### src/rtl/wse_pkg.sv
// Shared constants and types for the wide-block streaming engine.
// Assumes fixed 32-bit words packed eight to a wide.
package wse_pkg;
    localparam int WORD_W     = 32;
    localparam int WIDE_WORDS = 8;
    localparam int WIDE_W     = WORD_W * WIDE_WORDS;
    localparam int IDX_W      = $clog2(WIDE_WORDS);
    localparam int TAIL_W     = IDX_W + 1;

    typedef enum logic {
        DIR_FETCH = 1'b0,
        DIR_STORE = 1'b1
    } xfer_dir_e;
endpackage

### src/rtl/wse_slots.sv
// Two wide-sized slots. A whole-wide write port (memory side) and a
// single-word write port (conduit side); a whole-wide read and a word read.
// Assumes the control never writes the same slot from both ports at once.
module wse_slots
    import wse_pkg::*;
(
    input  logic              clk,
    input  logic              rst_n,
    input  logic              wide_we,
    input  logic              wide_sel,
    input  logic [WIDE_W-1:0] wide_in,
    input  logic              word_we,
    input  logic              word_sel,
    input  logic [IDX_W-1:0]  word_idx,
    input  logic [WORD_W-1:0] word_in,
    input  logic              rd_wide_sel,
    output logic [WIDE_W-1:0] wide_out,
    input  logic              rd_word_sel,
    input  logic [IDX_W-1:0]  rd_word_idx,
    output logic [WORD_W-1:0] word_out
);
    logic [WIDE_W-1:0] slot_q [2];

    for (genvar s = 0; s < 2; s++) begin : g_slot
        // Load a whole wide or patch one word of this slot.
        always_ff @(posedge clk) begin
            if (!rst_n)
                slot_q[s] <= '0;
            else if (wide_we && (wide_sel == 1'(s)))
                slot_q[s] <= wide_in;
            else if (word_we && (word_sel == 1'(s)))
                slot_q[s][int'(word_idx)*WORD_W +: WORD_W] <= word_in;
        end
    end

    // Read ports are combinational views of the selected slot.
    assign wide_out = slot_q[rd_wide_sel];
    assign word_out = slot_q[rd_word_sel][int'(rd_word_idx)*WORD_W +: WORD_W];
endmodule

### src/rtl/wse_wide_ptr.sv
// Memory-side wide pointer and remaining-wide counter.
// Loads on start, advances pointer and counts down on each wide access.
module wse_wide_ptr #(
    parameter int CNT_W = 8,
    parameter int PTR_W = 16
) (
    input  logic             clk,
    input  logic             rst_n,
    input  logic             load,
    input  logic [PTR_W-1:0] load_ptr,
    input  logic [CNT_W-1:0] load_cnt,
    input  logic             step,
    output logic [PTR_W-1:0] ptr,
    output logic [CNT_W-1:0] left
);
    // Pointer post-increments and count decrements per transferred wide.
    always_ff @(posedge clk) begin
        if (!rst_n) begin
            ptr  <= '0;
            left <= '0;
        end else if (load) begin
            ptr  <= load_ptr;
            left <= load_cnt;
        end else if (step) begin
            ptr  <= ptr + 1'b1;
            left <= left - 1'b1;
        end
    end
endmodule

### src/rtl/wide_stream_engine.sv
// Streams wides between a windowed shared memory and a one-word conduit.
// Two slots ping-pong: one side produces whole slots, the other consumes.
// Assumes the shared memory returns read data in the window cycle itself.
module wide_stream_engine
    import wse_pkg::*;
#(
    parameter int CNT_W = 8,
    parameter int PTR_W = 16
) (
    input  logic                  clk,
    input  logic                  rst_n,
    input  logic                  start,
    input  logic                  start_dir,
    input  logic [CNT_W-1:0]      start_wides,
    input  logic [TAIL_W-1:0]     start_tail,
    input  logic [PTR_W-1:0]      start_ptr,
    output logic                  busy,
    input  logic                  mem_window,
    output logic                  mem_rd,
    output logic                  mem_wr,
    output logic [PTR_W-1:0]      mem_addr,
    input  logic [WIDE_W-1:0]     mem_rdata,
    output logic [WIDE_W-1:0]     mem_wdata,
    output logic [WIDE_WORDS-1:0] mem_wbe,
    input  logic                  cdt_rd,
    output logic [WORD_W-1:0]     cdt_rdata,
    input  logic                  cdt_wr,
    input  logic [WORD_W-1:0]     cdt_wdata,
    output logic                  stall
);
    localparam logic [IDX_W-1:0] LAST_IDX = IDX_W'(WIDE_WORDS - 1);

    xfer_dir_e        dir_q;
    logic [IDX_W-1:0] tail_idx_q;
    logic [CNT_W-1:0] loc_left_q;
    logic [CNT_W-1:0] mem_left;
    logic [IDX_W-1:0] word_q;
    logic             loc_sel_q;
    logic             mem_sel_q;
    logic [1:0]       held_q;

    logic load, store, rd_ok, wr_ok, loc_go, loc_last, loc_step;
    logic mem_go, mem_last, produce, consume;

    assign load     = start && !busy;
    assign busy     = (loc_left_q != '0) || (mem_left != '0);
    assign store    = (dir_q == DIR_STORE);
    assign loc_last = (loc_left_q == CNT_W'(1)) ? (word_q == tail_idx_q) : (word_q == LAST_IDX);
    assign mem_last = (mem_left == CNT_W'(1));

    // Conduit side: serviceable when data (fetch) or space (store) exists.
    assign rd_ok    = !store && (held_q != 2'd0);
    assign wr_ok    = store && (loc_left_q != '0) && (held_q != 2'd2);
    assign loc_go   = (cdt_rd && rd_ok) || (cdt_wr && wr_ok);
    assign loc_step = loc_go && loc_last;
    assign stall    = (cdt_rd && !rd_ok) || (cdt_wr && !wr_ok);

    // Memory side: fetch into a free slot, or commit a completed slot.
    assign mem_go = mem_window && (store ? (held_q != 2'd0)
                                         : ((mem_left != '0) && (held_q != 2'd2)));
    assign mem_rd = mem_go && !store;
    assign mem_wr = mem_go && store;

    assign produce = store ? loc_step : mem_go;
    assign consume = store ? mem_go : loc_step;

    // Per-word enables: full on every commit except a short final wide.
    always_comb begin
        for (int i = 0; i < WIDE_WORDS; i++)
            mem_wbe[i] = mem_wr && (!mem_last || (IDX_W'(i) <= tail_idx_q));
    end

    // Transfer setup and slot bookkeeping.
    always_ff @(posedge clk) begin
        if (!rst_n) begin
            dir_q      <= DIR_FETCH;
            tail_idx_q <= LAST_IDX;
            held_q     <= 2'd0;
            mem_sel_q  <= 1'b0;
        end else if (load) begin
            dir_q      <= xfer_dir_e'(start_dir);
            tail_idx_q <= ((start_tail == '0) || (start_tail >= TAIL_W'(WIDE_WORDS)))
                          ? LAST_IDX : IDX_W'(start_tail - 1'b1);
            held_q     <= 2'd0;
            mem_sel_q  <= 1'b0;
        end else begin
            held_q <= held_q + {1'b0, produce} - {1'b0, consume};
            if (mem_go)
                mem_sel_q <= !mem_sel_q;
        end
    end

    // Conduit cursor: word index, slot select and wides left locally.
    always_ff @(posedge clk) begin
        if (!rst_n) begin
            loc_left_q <= '0;
            word_q     <= '0;
            loc_sel_q  <= 1'b0;
        end else if (load) begin
            loc_left_q <= start_wides;
            word_q     <= '0;
            loc_sel_q  <= 1'b0;
        end else if (loc_go) begin
            if (loc_last) begin
                word_q     <= '0;
                loc_sel_q  <= !loc_sel_q;
                loc_left_q <= loc_left_q - 1'b1;
            end else begin
                word_q <= word_q + 1'b1;
            end
        end
    end

    wse_wide_ptr #(.CNT_W(CNT_W), .PTR_W(PTR_W)) u_ptr (
        .clk      (clk),
        .rst_n    (rst_n),
        .load     (load),
        .load_ptr (start_ptr),
        .load_cnt (start_wides),
        .step     (mem_go),
        .ptr      (mem_addr),
        .left     (mem_left)
    );

    wse_slots u_slots (
        .clk         (clk),
        .rst_n       (rst_n),
        .wide_we     (mem_rd),
        .wide_sel    (mem_sel_q),
        .wide_in     (mem_rdata),
        .word_we     (loc_go && store),
        .word_sel    (loc_sel_q),
        .word_idx    (word_q),
        .word_in     (cdt_wdata),
        .rd_wide_sel (mem_sel_q),
        .wide_out    (mem_wdata),
        .rd_word_sel (loc_sel_q),
        .rd_word_idx (word_q),
        .word_out    (cdt_rdata)
    );
endmodule

### config.mk
export PLATFORM = sky130hd
export DESIGN_NAME = wide_stream_engine
export DESIGN_NICKNAME = d
export VERILOG_FILES = /design/src/rtl/wse_pkg.sv /design/src/rtl/wse_slots.sv /design/src/rtl/wse_wide_ptr.sv /design/src/rtl/wide_stream_engine.sv
export SDC_FILE = /design/constraint.sdc
export NUM_CORES = 1
export LEC_CHECK = 0
export BUFFER_PORTS_ARGS = -buffer_cell sky130_fd_sc_hd__buf_4
export CAP_MARGIN = 20
export CORE_MARGIN = 2
export CORE_UTILIZATION = 30
export DETAILED_ROUTE_END_ITERATION = 12
export HOLD_SLACK_MARGIN = 0.15
export PLACE_DENSITY_LB_ADDON = 0.2
export SYNTH_ARGS = -nofsm -noshare
export SYNTH_HDL_FRONTEND = slang
export SYNTH_SLANG_ARGS = --single-unit
### constraint.sdc
create_clock -name clk -period 6.2 [get_ports clk]
set_clock_uncertainty 0.15 [all_clocks]
set_input_delay 0.93 -clock clk [delete_from_list [all_inputs] [get_ports clk]]
set_output_delay 0.93 -clock clk [all_outputs]
set_load 0.1 [all_outputs]
== After elaboration in Yosys (flattened, before gate mapping) ==
Memories as Yosys holds them, arrays and structs flattened. A register that Yosys moved wholly into a read port is not among the register bits.
Index checks and enable logic that the tools add are counted.
Cells by class
  $add $sub $neg: 8
  multiply operators: 0
  divide/modulo/power cells: 0
  $lt $le $gt $ge: 9
  eq/ne operators: 5
  shift-type cells: 3
  mux-type cells: 546
  bitwise operators: 517
  reduce and logical (&&, ||, !) cells: 55
Operators with widths (number)
  $mux W256: 4
  $mux W1: 533
  $or A1 B1 Y1: 514
  $shift A32 B33 Y256 const A: 1
  $shiftx A256 B9 Y32: 1
  $shiftx A32 B33 Y256: 1
  $mux W8: 5
  $neg A8 Y33: 1
  $mux W16: 2
  $logic_and A1 B1 Y1: 26
  $add A16 B1 Y16 const B: 1
  $eq A8 B1 Y1 const B: 2
  $reduce_bool A8 Y1: 2
  $sub A8 B1 Y8 const B: 2
  $le A3 B3 Y1 const A: 4
  $logic_or A1 B1 Y1: 12
  $reduce_bool A2 Y1: 4
  $logic_not A1 Y1: 7
  $le A1 B3 Y1 const A: 2
  $le A2 B3 Y1 const A: 2
  $mux W3: 2
  $ge A4 B4 Y1 const B: 1
  $logic_not A4 Y1: 1
  $reduce_and A2 Y1: 2
  9 further kinds: 11
Word-level totals
  register bits after elaboration: 43
  bits in latches: 0
  bits in writable memories: 512
  bits in read-only memories: 0
  bits of input ports: 323
  word-level logic and storage cells: 1153
  memories: 1
Memories
  u_slots.slot_q: depth 2, bits a word 256, read ports 2, clocked after memory_dff 2, wr ports 2, line wse_slots.sv:22  | logic [WIDE_W-1:0] slot_q [2];

== Depth between registers and ports, before layout ==
  word-level depth: 12
  gate-level depth with buffers: 16

== Modules after synthesis ==
A second synthesis with hierarchy kept.
Second synthesis, totals
  cell total of the unflattened synthesis: 2372
  area total of the unflattened synthesis: 30765.8 um^2
By module, submodules not included
  wse_slots: instances 1, cells an instance 2058, area an instance 28219.6 um^2
  wide_stream_engine: instances 1, cells an instance 167, area an instance 1281.2 um^2
  wse_wide_ptr: instances 1, cells an instance 147, area an instance 1265.0 um^2

== Least setup slack after synthesis ==
Ideal clock, no wire load.
  path type: flip-flop to flip-flop
  start point: register word_q[1]
  end point: memory u_slots.slot_q[0][128] (netlist name) (enable)
  data arrival time: 4.336 ns
  path slack: 1.249 ns
  cell stages (with the launch flop): 6
  path buffers: 1
  clock period less this slack: 4.951 ns
  cells stage by stage: dfxtp_1 inv_2 buf_1 ha_1 or4_1 o21ai_0
RTL lines
  from (decl): line wide_stream_engine.sv:37  | logic [IDX_W-1:0] word_q;
  from (signal assigned): line wide_stream_engine.sv:109  | word_q <= word_q + 1'b1;
  to (decl): line wse_slots.sv:22

== Worst setup path after layout ==
  start point: register word_q[0]
  end point: output port cdt_rdata[21]
On the way
  longest elaborated chain between the ends: 1
RTL lines
  $shiftx A256 B9 Y32: line wse_slots.sv:38  | assign word_out = slot_q[rd_word_sel][int'(rd_word_idx)*WORD_W +: WORD_W];
  to (decl): line wide_stream_engine.sv:26  | output logic [WORD_W-1:0] cdt_rdata,
Every way passes these cells.

==> impl.org <==
** Critical path
- The worst register-to-register path ends at u_slots.slot_q[1][170].
- Crit-path max FO :: 60
- The critical path is of the register to output port type.
- Worst-path cell chain :: buf_4 > mux4_2 > mux4_2 > buf_4
- Crit start category :: register
- For the worst setup path, the data required time is 5.12 ns.
- The worst register-to-register path begins at loc_left_q[0].
- Endpoint type of the worst setup path :: output port
- The number of cells on the worst reg-to-reg path is 8.
- The worst register-to-register path has a setup slack of 1.62 ns.
- Data arrival time of the critical path :: 3.63 ns
- Buf/Inv on CP :: 2
- Family with the most delay on the worst path :: buffers and inverters
- In this run the worst setup path begins at word_q[0].
- Slowest cell on the critical path :: sky130_fd_sc_hd__buf_4
- In this design, the stage delay of the slowest critical-path cell is 0.85 ns.

** Global route
- The first global-routing pass estimated 186 mm of wire.
- Largest net degree at the start of global routing :: 142
- GRT Total Usage :: 24.3%
- Summed over all layers, the global routing overflow is 0.
- The number of antenna violations at the first check in global routing was 28.
- The number of global-route vias before repair is 24.3k.

** Yosys
- By count the netlist is led by sky130_fd_sc_hd__edfxtp_1, sky130_fd_sc_hd__a32o_1, sky130_fd_sc_hd__mux2_2.
- The number of nets in the synthesized netlist is 2444.
- The synthesized netlist devotes 17.8% of its cell area to compound gates.
- Summing the sequential cell areas from Yosys gives 52.2% of the chip area.
- In the synthesized netlist the async set-or-reset flop fraction comes to 0%.
- In the post-synthesis netlist, the cell with the most instances is sky130_fd_sc_hd__edfxtp_1.
- Post-synth EDFFs :: 512
- Simple-gate share of the synthesized area :: 2.68%
- Dominant combinational cell family by area after synthesis :: multiplexers
- Of the total synthesized cell area, the portion taken by XOR and XNOR cells is 0.787%.
- By area the synthesized netlist is led by sky130_fd_sc_hd__edfxtp_1, sky130_fd_sc_hd__a32o_1, sky130_fd_sc_hd__mux4_2, sky130_fd_sc_hd__mux2_2, sky130_fd_sc_hd__a22o_1.
- Of the total synthesized cell area, the portion taken by full adders, half adders and majority gates is 0.562%.
- Mux share of post-synthesis cell area :: 20.9%
- In this run the biggest area consumer among cell types represents 49.3% of the synthesized area.
- sky130_fd_sc_hd__edfxtp_1 takes more of the synthesized area than any other cell.
- In this run the cell area of the synthesized design comes to 31200 um^2.
- Post-synthesis instance total :: 2107
- In this run, synthesis produced a sequential element count of 557.
- YS warnings :: 0
- Distinct cell type count of the synthesized netlist :: 61
- Avg Inst Size Synth :: 14.8 um^2
- For this run, the leading register cell type out of synthesis is sky130_fd_sc_hd__edfxtp_1.

** Clock network
- Number of buffers created by CTS :: 70
- Clock-pin slew was measured on the worst setup and hold paths at 0.06 ns.
- The clock passes through at most 3 buffers.
- The root buffer cell chosen for the clock tree is sky130_fd_sc_hd__clkbuf_16.
- Clock insertion delay at the later pin of the skew report :: 0.62 ns
- In this run, post-CTS repair resized a total of 0 instances.
- Buffers added to address setup during post-CTS repair amount to 0.
- Clock Sink Count :: 557
- TritonCTS built the clock tree.
- The H-tree was split into 3 levels.
- After clock tree synthesis, the flow added hold-fix buffers numbering 0.

** Timing
- Timing-limited maximum frequency :: 212 MHz
- At the pin with the least slew margin, the transition time is 1.13 ns.
- The final hold violation count was 0.
- The number of slew-limit violations in the final report was 0.
- Setup violations remaining at the end of the flow were counted as 0.
- Clock period minus final worst setup slack :: 4.71 ns
- Setup repair after global routing left no endpoint under its margin.
- Setup Total Neg Slack :: 0 ns
- Worst slew margin relative to its limit :: 24.7%
- Post-route clock period utilization :: 76.0%

** Power
- In this run the power density over the cells is 586 nW/um^2.
- In this run the static leakage power is 14.2 nW.
- Worst VDD drop :: 507 uV

** Detailed routing
- The count of nets left with antenna violations once routing finished came out at 0.
- In the final routed layout, each cell accounts on average for 33.6 um.
- Router iterations before antenna repair :: 6
- Via-per-instance ratio :: 6.05
- In the routed design, unresolved DRC markers number 0.
- Total via count in the routed design :: 24.2k
- Final Routed Wirelength :: 134 mm
- For this block, the initial DRC count from the detailed router was 2898.

** Final layout
- The final layout contains 2896 nets.
- Summing all multi-input logic gate instances after layout gives 13500 um^2.
- Post-Layout Inst Area :: 39100 um^2
- Layout cell share with drive strength beyond 1 :: 47.9%
- Number of filler cells placed in the layout :: 9933
- The area growth from synthesis to layout is 25.3%.
- Sequential cell area :: 16300 um^2

** Min path
- For hold timing, the worst endpoint is loc_left_q[6].
- Instance count along the most critical hold path :: 2
- Startpoint of the lowest-slack hold path :: loc_left_q[6]
- Class of the tightest hold or removal check :: register to register

** Placement
- Placer congestion estimate :: 0.902
- Number of input and output port buffers inserted :: 638
- After legalization and detailed placement, the total HPWL measured 93.7 mm.
- In this run the cell area measured after placement is 36800 um^2.

** Run status
- The run finished with clean final reports.

** Die
- Overall die height :: 326 um
- Number of placement rows :: 118
- Area of the core :: 103000 um^2
- The die covers 107000 um^2.
- I/O pin total :: 639
- DIE WIDTH :: 326 um
- The initial utilization of the core area, before any placement, comes to 30.2%.

** Flow run
- Across the run, the number of max-cap violations was 0.
-- tightest hold or removal path: stages, from the launching register on --
cell and delay (ns):
sky130_fd_sc_hd__dfxtp_1 0.34, sky130_fd_sc_hd__inv_1 0.09, sky130_fd_sc_hd__a21oi_1 0.06
-- worst max path at each step --
| stage | to | slack [ns] | depth (start not counted) |
|---|---|---|---|
| after CTS | cdt_rdata[16] | 1.50 | 4 |
| after detailed placement | u_slots.slot_q[1][162] | 1.47 | 7 |
| final | cdt_rdata[21] | 1.49 | 4 |
| after global routing | u_slots.slot_q[0][162] | 1.44 | 9 |
| after floorplan | u_slots.slot_q[0][128] | 1.25 | 5 |
| after global placement | u_slots.slot_q[1][160] | 1.51 | 7 |
-- final cells by class --
class	count	share of cell area, %
Antenna cell	10	0.0641
Clock buffer	87	4.78
Clock inverter	38	0.657
Inverter	22	0.211
Multi-Input combinational cell	1222	34.5
Sequential cell	557	41.7
Tap cell	1380	4.42
Timing Repair Buffer	686	13.7
-- report_power, final --
group	total (W)	leakage, nW	switching [W]	internal (W)
Clock	0.00388	1.05	0.00166	0.00223
Sequential	0.00587	5.77	0.000579	0.00529
Combinational	0.0131	7.40	0.00990	0.00324
-- routing by layer --
layer	GRT usage (%)	up-vias	wire length, um
met3	6.41	228	12800
met2	38.2	1370	62400
met4	9.76	30	5190
li1	-	9894	-
met1	31.8	12709	53800
met5	0	-	193
-- registers in the layout (all words and copies together) (netlist names), named ones only --
signal and count:
u_ptr.ptr 16, tail_idx_q 3, u_slots.slot_q 512, word_q 3, loc_left_q 8, held_q 2, loc_sel_q 1, u_ptr.left 8
dir_q 1, mem_sel_q 1
-- per-stage QoR --
step | power (W) | worst slack, ns | hold WS, ns | std cells | utilization [%]
2_1_floorplan | 0.0155 | 1.25 | 0.331 | 2107 | -
3_3_place_gp | 0.0189 | 1.51 | 0.348 | 3861 | 35.6
3_5_place_dp | 0.0190 | 1.47 | 0.370 | 3864 | 35.6
4_1_cts | 0.0229 | 1.50 | 0.376 | 3989 | 37.7
5_1_grt | 0.0235 | 1.44 | 0.401 | 3998 | 37.8
6_report | 0.0229 | 1.49 | 0.382 | 4002 | 37.8
-- placed cells by master (no fill, tap or decap), drive strengths merged, types with 3 or more instances in the layout --
master,count
nor3b,4
buf,686
a22o,128
a21oi,38
o211ai,3
and2,14
mux2,257
a32o,384
nor2,32
or4,3
a211oi,5
mux4,160
nand3b,3
clkinv,29
dfxtp,45
nand3,9
clkbuf,87
nand2,21
diode,10
o21a,5
mux2i,3
o21ai,36
edfxtp,512
nand2b,13
xnor2,22
nor3,23
inv,28
xor2,6
a31oi,5
and4,3
and3,10
ha,14
nor2b,3
-- logic make-up (layout without fill, tap and decap cells) --
| group | count (synthesis) | after routing |
|---|---|---|
| compound gates | 612 | 612 |
| xor+xnor | 28 | 28 |
| fa+ha+maj | 14 | 14 |
| buf+inv | 328 | 833 |
| flops | 557 | 557 |
| mux | 420 | 420 |
| other cells | 0 | 10 |
| simple gates | 148 | 148 |
Note: power is estimated with default switching activity, not from simulation.
